## src/rtl/rstc_pkg.sv

```systemverilog
package rstc_pkg;
  localparam logic [3:0] MB4_TRUE  = 4'h6;
  localparam logic [3:0] MB4_FALSE = 4'h9;

  localparam int REQ_OFS   = 'h04;
  localparam int CAUSE_OFS = 'h08;
  localparam int LOCK_BASE = 'h2c;
  localparam int CTRL_BASE = 'h4c;
  localparam int REG_STRIDE = 4;

  localparam int CAUSE_POR = 0;
  localparam int CAUSE_LPE = 1;
  localparam int CAUSE_SW  = 2;
  localparam int CAUSE_HW0 = 3;
endpackage

```

## src/rtl/rstc_req_reg.sv

```systemverilog
module rstc_req_reg
  import rstc_pkg::*;
(
  input  logic       clk_i,
  input  logic       rst_ni,
  input  logic       wr_en_i,
  input  logic [3:0] wr_val_i,
  input  logic       done_i,
  output logic [3:0] field_o,
  output logic       active_o,
  output logic       done_hit_o
);
  logic [3:0] field_q, field_d;
  logic       field_en;

  assign active_o   = (field_q == MB4_TRUE);
  assign done_hit_o = done_i & active_o;
  assign field_o    = field_q;

  // completion beats a concurrent bus write
  always_comb begin
    field_d  = field_q;
    field_en = 1'b0;
    if (done_hit_o) begin
      field_d  = MB4_FALSE;
      field_en = 1'b1;
    end else if (wr_en_i) begin
      field_d  = wr_val_i;
      field_en = 1'b1;
    end
  end

  always_ff @(posedge clk_i or negedge rst_ni) begin
    if (!rst_ni) begin
      field_q <= MB4_FALSE;
    end else if (field_en) begin
      field_q <= field_d;
    end
  end
endmodule

```

## src/rtl/rstc_cause_reg.sv

```systemverilog
module rstc_cause_reg #(
  parameter int W = 8
) (
  input  logic         clk_i,
  input  logic         rst_ni,
  input  logic [W-1:0] set_i,
  input  logic         clr_en_i,
  input  logic [W-1:0] clr_i,
  output logic [W-1:0] cause_o
);
  logic [W-1:0] cause_q, cause_d, clr_mask;
  logic         cause_en;

  always_comb begin
    clr_mask = clr_en_i ? clr_i : '0;
    cause_d  = (cause_q & ~clr_mask) | set_i;
    cause_en = clr_en_i | (|set_i);
  end

  always_ff @(posedge clk_i or negedge rst_ni) begin
    if (!rst_ni) begin
      cause_q <= W'(1);
    end else if (cause_en) begin
      cause_q <= cause_d;
    end
  end

  assign cause_o = cause_q;
endmodule

```

## src/rtl/rstc_swrst_slice.sv

```systemverilog
module rstc_swrst_slice (
  input  logic clk_i,
  input  logic rst_ni,
  input  logic lock_wr_i,
  input  logic ctrl_wr_i,
  input  logic wbit_i,
  output logic lock_o,
  output logic ctrl_o
);
  logic lock_q, lock_en;
  logic ctrl_q, ctrl_d, ctrl_en;

  always_comb begin
    lock_en = lock_wr_i & ~wbit_i;
    ctrl_en = ctrl_wr_i & lock_q;
    ctrl_d  = wbit_i;
  end

  always_ff @(posedge clk_i or negedge rst_ni) begin
    if (!rst_ni) begin
      lock_q <= 1'b1;
    end else if (lock_en) begin
      lock_q <= 1'b0;
    end
  end

  always_ff @(posedge clk_i or negedge rst_ni) begin
    if (!rst_ni) begin
      ctrl_q <= 1'b1;
    end else if (ctrl_en) begin
      ctrl_q <= ctrl_d;
    end
  end

  assign lock_o = lock_q;
  assign ctrl_o = ctrl_q;
endmodule

```

## src/rtl/rst_cause_regs.sv

```systemverilog
module rst_cause_regs
  import rstc_pkg::*;
#(
  parameter int AW        = 8,
  parameter int NUM_SWRST = 8,
  parameter int NUM_HWREQ = 5
) (
  input  logic                 clk_i,
  input  logic                 rst_ni,
  input  logic                 bus_we_i,
  input  logic                 bus_re_i,
  input  logic [AW-1:0]        bus_addr_i,
  input  logic [31:0]          bus_wdata_i,
  output logic [31:0]          bus_rdata_o,
  input  logic                 por_i,
  input  logic                 lp_exit_i,
  input  logic [NUM_HWREQ-1:0] hw_req_i,
  input  logic                 reset_done_i,
  output logic                 sys_rst_req_o,
  output logic [NUM_SWRST-1:0] periph_rst_no
);
  localparam int CW = CAUSE_HW0 + NUM_HWREQ;

  logic [3:0]           req_field;
  logic                 req_active, done_hit;
  logic                 req_wr, cause_wr;
  logic [CW-1:0]        cause_set, cause_q;
  logic [NUM_SWRST-1:0] lock_q, ctrl_q;
  logic [NUM_SWRST-1:0] lock_hit, ctrl_hit;
  logic [31:0]          unused_wdata;

  assign unused_wdata = bus_wdata_i;
  assign req_wr   = bus_we_i && (bus_addr_i == AW'(REQ_OFS));
  assign cause_wr = bus_we_i && (bus_addr_i == AW'(CAUSE_OFS));

  rstc_req_reg u_req (
    .clk_i      (clk_i),
    .rst_ni     (rst_ni),
    .wr_en_i    (req_wr),
    .wr_val_i   (bus_wdata_i[3:0]),
    .done_i     (reset_done_i),
    .field_o    (req_field),
    .active_o   (req_active),
    .done_hit_o (done_hit)
  );

  assign cause_set = {hw_req_i & {NUM_HWREQ{reset_done_i}}, done_hit, lp_exit_i, por_i};

  rstc_cause_reg #(.W(CW)) u_cause (
    .clk_i    (clk_i),
    .rst_ni   (rst_ni),
    .set_i    (cause_set),
    .clr_en_i (cause_wr),
    .clr_i    (bus_wdata_i[CW-1:0]),
    .cause_o  (cause_q)
  );

  for (genvar i = 0; i < NUM_SWRST; i++) begin : g_swrst
    assign lock_hit[i] = (bus_addr_i == AW'(LOCK_BASE + REG_STRIDE * i));
    assign ctrl_hit[i] = (bus_addr_i == AW'(CTRL_BASE + REG_STRIDE * i));

    rstc_swrst_slice u_slice (
      .clk_i     (clk_i),
      .rst_ni    (rst_ni),
      .lock_wr_i (bus_we_i & lock_hit[i]),
      .ctrl_wr_i (bus_we_i & ctrl_hit[i]),
      .wbit_i    (bus_wdata_i[0]),
      .lock_o    (lock_q[i]),
      .ctrl_o    (ctrl_q[i])
    );
  end

  always_comb begin
    bus_rdata_o = '0;
    if (bus_re_i) begin
      if (bus_addr_i == AW'(REQ_OFS))   bus_rdata_o = {28'b0, req_field};
      if (bus_addr_i == AW'(CAUSE_OFS)) bus_rdata_o = 32'(cause_q);
      for (int i = 0; i < NUM_SWRST; i++) begin
        if (lock_hit[i]) bus_rdata_o = {31'b0, lock_q[i]};
        if (ctrl_hit[i]) bus_rdata_o = {31'b0, ctrl_q[i]};
      end
    end
  end

  assign sys_rst_req_o = req_active;
  assign periph_rst_no = ctrl_q;
endmodule

```

## config.mk

```make
export PLATFORM = sky130hd
export DESIGN_NAME = rst_cause_regs
export DESIGN_NICKNAME = d
export VERILOG_FILES = /design/src/rtl/rstc_pkg.sv /design/src/rtl/rstc_req_reg.sv /design/src/rtl/rstc_cause_reg.sv /design/src/rtl/rstc_swrst_slice.sv /design/src/rtl/rst_cause_regs.sv
export SDC_FILE = /design/constraint.sdc
export NUM_CORES = 1
export LEC_CHECK = 0
export CAP_MARGIN = 15
export CORE_MARGIN = 3
export CORE_UTILIZATION = 57
export CTS_CLUSTER_DIAMETER = 150
export CTS_CLUSTER_SIZE = 40
export DETAILED_ROUTE_END_ITERATION = 8
export DONT_BUFFER_PORTS = 1
export PLACE_DENSITY = 0.72
export SLEW_MARGIN = 15
export SYNTH_ARGS = -nofsm -noshare
export SYNTH_HDL_FRONTEND = slang
export SYNTH_SLANG_ARGS = --single-unit
```

## constraint.sdc

```tcl
create_clock -name clk_i -period 1.44 [get_ports clk_i]
set_input_delay 0.144 -clock clk_i [delete_from_list [all_inputs] [get_ports clk_i]]
set_output_delay 0.144 -clock clk_i [all_outputs]
set_load 0.01 [all_outputs]
```

Yosys cells after proc, flatten, opt, wreduce, memory -nomap -nowiden
Cells that the tools add are included.

word-level totals
  logic and storage cells = 105
  output and inout bits = 41
  register bits = 28
  bits of input ports = 52

operators by class
  reduce and logical (&&, ||, !) cells = 5
  bitwise operators = 39
  mux-type cells = 24
  equal/unequal tests = 19

operators with widths
  operator            count
  $mux 32             18
  $eq 8x7->1 const B  11
  $eq 8x6->1 const B  5
  $and 1x1->1         33
  $mux 4              3
  $and 8x8->8         1
  $eq 8x3->1 const B  1
  $eq 8x4->1 const B  1
  $mux 8              1
  $not 8->8           1
  $or 8x8->8          1
  $reduce_or 8->1     1
  $and 5x5->5         1
  $eq 4x3->1 const B  1
  $logic_and 1x1->1   2
  $mux 1              2
  $reduce_and 2->1    1
  $reduce_bool 2->1   1
  $not 1->1           1
  $or 1x1->1          1

Depth between registers and ports, before layout
  depth after elaboration = 20
  gate-level depth with buffers = 7
  gate-level depth less buffers = 5

Hierarchy
Synthesis repeated with hierarchy kept, for this count alone.

unflattened totals
  cell total of the unflattened synthesis = 233
  area, all modules = 2077.0 um^2

by module, submodules not included
  module            cells each  area each (um^2)  sequential area each (um^2)  times used
  rst_cause_regs    146         924.6             0.0                          1
  rstc_swrst_slice  6           82.6              52.6                         8
  rstc_cause_reg    25          302.8             201.4                        1
  rstc_req_reg      14          188.9             102.6                        1

Least setup slack after synthesis
OpenSTA, ideal clock, no wires.

  kind = register to output
  start = register g_swrst[1].u_slice.ctrl_q
  end = output bus_rdata_o[0]
  slack = -0.203 ns
  stages on the path, launching flop included = 6
  arrival = 1.499 ns
  required time = 1.296 ns
  path buffers = 0
  path through = dfstp_2 -> or4bb_1 -> a211oi_1 -> a221o_1 -> a211oi_1 -> nor2_1

on the way
  longest elaborated chain between the ends = 14

RTL lines
  item                    RTL line                source
  start, declared         rstc_swrst_slice.sv:11  logic ctrl_q, ctrl_d, ctrl_en;
  start signal, assigned  rstc_swrst_slice.sv:31  ctrl_q <= ctrl_d;
  $mux 32                 rst_cause_regs.sv:80    if (ctrl_hit[i]) bus_rdata_o = {31'b0, ctrl_q[i]};
  $mux 32                 rst_cause_regs.sv:79    if (lock_hit[i]) bus_rdata_o = {31'b0, lock_q[i]};
  $mux 32                 rst_cause_regs.sv:80
  $mux 32                 rst_cause_regs.sv:79
  $mux 32                 rst_cause_regs.sv:80
  $mux 32                 rst_cause_regs.sv:79
  $mux 32                 rst_cause_regs.sv:80
  $mux 32                 rst_cause_regs.sv:79
  $mux 32                 rst_cause_regs.sv:80
  $mux 32                 rst_cause_regs.sv:79
  $mux 32                 rst_cause_regs.sv:80
  $mux 32                 rst_cause_regs.sv:79
  $mux 32                 rst_cause_regs.sv:80
  $mux 32                 rst_cause_regs.sv:75    if (bus_re_i) begin
  end, declared           rst_cause_regs.sv:14    output logic [31:0] bus_rdata_o,

No other way between the ends.

Final worst setup path
Ends and elaborated chain as after synthesis.

==> impl_metrics.json <==
{
  "status": "complete, but fails checks",
  "violations": "negative setup slack",
  "fmax_ghz": 0.496,
  "dieArea_um2": 4300,
  "hp-class": "input port to flop",
  "die_h_um": 65.6,
  "clock_sinks": 28,
  "start_util": 0.597,
  "die-width_um": 65.6,
  "ctsHtreeMaxLevel": 1,
  "rr_startpoint": "u_req.field_o[0]$_DFFE_PN1P_",
  "grt_max_degree": 29,
  "crit_type": "flop to output pin",
  "finish.net_count": 297,
  "slowest_stage": "dfstp_2",
  "finish.utilization": 0.718,
  "via_per_inst": 6.10,
  "grt-ovfl-total": 0,
  "io_pins": 93,
  "final_cell_mix": "24 x conb_1, 22 x buf_4, 19 x dfstp_2, 18 x nand2_1, 17 x dlygate4sd3_1",
  "grt_pass1_vias": 1709,
  "timing.hold.ws_ns": 0.0188,
  "worstPathCellList": "or4bb_1, a211oi_2, a221o_1, a211oi_2, nor2_2",
  "final_common_cell": "conb_1",
  "ys_types": 52,
  "rsz0062_at_grt": "yes",
  "finalHoldViolations": 0,
  "synth_edf_count": 0,
  "drt_iter0_markers": 115,
  "r2r_end": "u_req.field_o[1]$_DFFE_PN0P_",
  "fin_tns_setup_ns": -0.615,
  "hold_depth": 3,
  "fin_cells": 290,
  "area_delta_synth_final_pct": 20.2,
  "synth_cells": 217,
  "cp_slowest_stage_delay_ns": 0.55,
  "synth_ff_type": "dfstp_2",
  "cts_tree": "done",
  "synth_area_um2": 2020,
  "wl_mm": 5.19,
  "fin_crit_ns": 2.02,
  "async_reset_ff_frac": 1.00,
  "dp.cells": 261,
  "cts_root_buf": "clkbuf_4",
  "antenna_left": 0,
  "clk_latency_ns": 0.33,
  "rows": 21,
  "power.total_mw": 1.48,
  "leakage_nw": 0.978,
  "critical_path_buf_inv_count": 0,
  "antenna_found_initial": 0,
  "critical_path_required_ns": 1.30,
  "yosysSeqAreaShare": 0.358,
  "max-vdd-ir-drop_mv": 0.439,
  "first_pass_iters": 4,
  "whs_endpoint": "u_req.field_o[0]$_DFFE_PN1P_",
  "vias": 1768,
  "layout-drive-gt1-share": 0.332,
  "drv_cap": 0,
  "hold_start": "bus_we_i",
  "avgSynthCellArea_um2": 9.33,
  "fin_ws_ns": -0.575,
  "grt_use_total": 0.258,
  "core_area_um2": 3390,
  "wl_per_cell_um": 17.9,
  "worstSetupEndpointType": "output pin",
  "final_cell_area_um2": 2430,
  "slew_viol_final": 0,
  "post-place-ws_ns": -0.180,
  "dp_hpwl_mm": 3.44,
  "synth_warnings": 0,
  "fin_skew_ns": 0.00316,
  "nFillCells": 247,
  "post-route-period-util": 1.40,
  "synth_seq_cells": 28,
  "ff2ff_setup_slack_ns": 0.12,
  "grt_pass1_wl_mm": 8.51,
  "cts_buffers": 3,
  "cts_max_path_buffers": 2,
  "arrival_ns": 1.87,
  "crit_path_frequent_cell": "a211oi_2",
  "setup-violations-final": 2,
  "r2r_cells": 5,
  "p_per_area_nw_per_um2": 606,
  "numPortBuffers": 0,
  "critPathTopFamily": "simple AND/OR/NAND/NOR gates",
  "start_kind": "flop",
  "clk_pin_slew_ns": 0.15,
  "drc": 0,
  "placed_area_um2": 2060,
  "crit_path_max_fanout": 2,
  "diodes": 0,
  "gp_congestion": 0.981
}
==> kinds of logic (layout without fill, tap and decap cells) <==
kind of cell / count (synthesis) / after routing / share of synthesized area
AO/OA/AOI/OAI: 48 / 48 / 0.172
XOR/XNOR: 2 / 2 / 0.00865
buffers and inverters: 47 / 51 / 0.155
flip-flops: 28 / 28 / 0.358
multiplexers: 9 / 9 / 0.0494
other: 1 / 24 / 0.00185
AND/OR/NAND/NOR: 82 / 82 / 0.255
==> power breakdown <==
| group | leakage [nW] | switching (mW) | total, mW | internal, mW |
|---|---|---|---|---|
| sequential | 0.291 | 0.0130 | 0.824 | 0.811 |
| clock | 0.0210 | 0.237 | 0.392 | 0.155 |
| combinational | 0.666 | 0.132 | 0.260 | 0.128 |
==> worst min-delay path: cells and delay by family <==
| family | cells | cell delay (ns) |
|---|---|---|
| AND/OR/NAND/NOR | 3 | 0.21 |
==> metal layers <==
metal  global-route usage  wire length, µm  up-vias  part of all wire
met2                0.436             2630       87              0.51
met5                    0                0        -                 0
met3               0.0444              395       12             0.076
li1                     -                -      788                 -
met4                0.101              120        0             0.023
met1                0.326             2050      881              0.39
==> flip-flops by register name (all words and copies together) (netlist names) <==
signal	flops
g_swrst.u_slice.ctrl_o	8
g_swrst.u_slice.lock_o	8
u_cause.cause_o	8
u_req.field_o	4
==> cell type report <==
| type | count | area [µm²] | share of cell area |
|---|---|---|---|
| clock buffers | 4 | 36.3 | 0.0149 |
| inverters | 3 | 11.3 | 0.00463 |
| multi-input cells | 165 | 1200 | 0.494 |
| flip-flops and latches | 28 | 724 | 0.298 |
| well taps | 46 | 57.6 | 0.0237 |
| repair buffers | 44 | 402 | 0.165 |
==> worst max-delay path by stage <==
stage | from | to | slack [ns] | depth (start not counted)
2_1_floorplan | g_swrst[1].u_slice.ctrl_o$_DFFE_PN1P_ | bus_rdata_o[0] | -0.12 | 5
3_3_place_gp | g_swrst[1].u_slice.ctrl_o$_DFFE_PN1P_ | bus_rdata_o[0] | -0.17 | 5
3_5_place_dp | g_swrst[1].u_slice.ctrl_o$_DFFE_PN1P_ | bus_rdata_o[0] | -0.18 | 5
4_1_cts | g_swrst[1].u_slice.ctrl_o$_DFFE_PN1P_ | bus_rdata_o[0] | -0.57 | 5
5_1_grt | g_swrst[1].u_slice.ctrl_o$_DFFE_PN1P_ | bus_rdata_o[0] | -0.62 | 5
6_report | g_swrst[1].u_slice.ctrl_o$_DFFE_PN1P_ | bus_rdata_o[0] | -0.58 | 5
==> synthesized netlist by cell type (5+ instances only) <==
cell,instances,area share
a22oi_1,5,0.019
buf_4,33,0.12
dfstp_2,19,0.25
buf_2,5,0.012
a21boi_0,6,0.022
a21oi_1,7,0.017
mux2_2,8,0.045
nand2_1,18,0.033
nand3_1,16,0.040
dfrtp_1,9,0.11
a22o_1,5,0.022
nor2b_1,10,0.031
==> repair_timing <==
item                                    CTS  global route
gates resized for setup                  13             7
endpoints found under the setup margin    9             9
setup buffers                             2             6
hold buffers                             19             0
pin swaps                                 4             7
endpoints found under the hold margin    49             0
No activity file was read; power rests on OpenSTA's default activity.
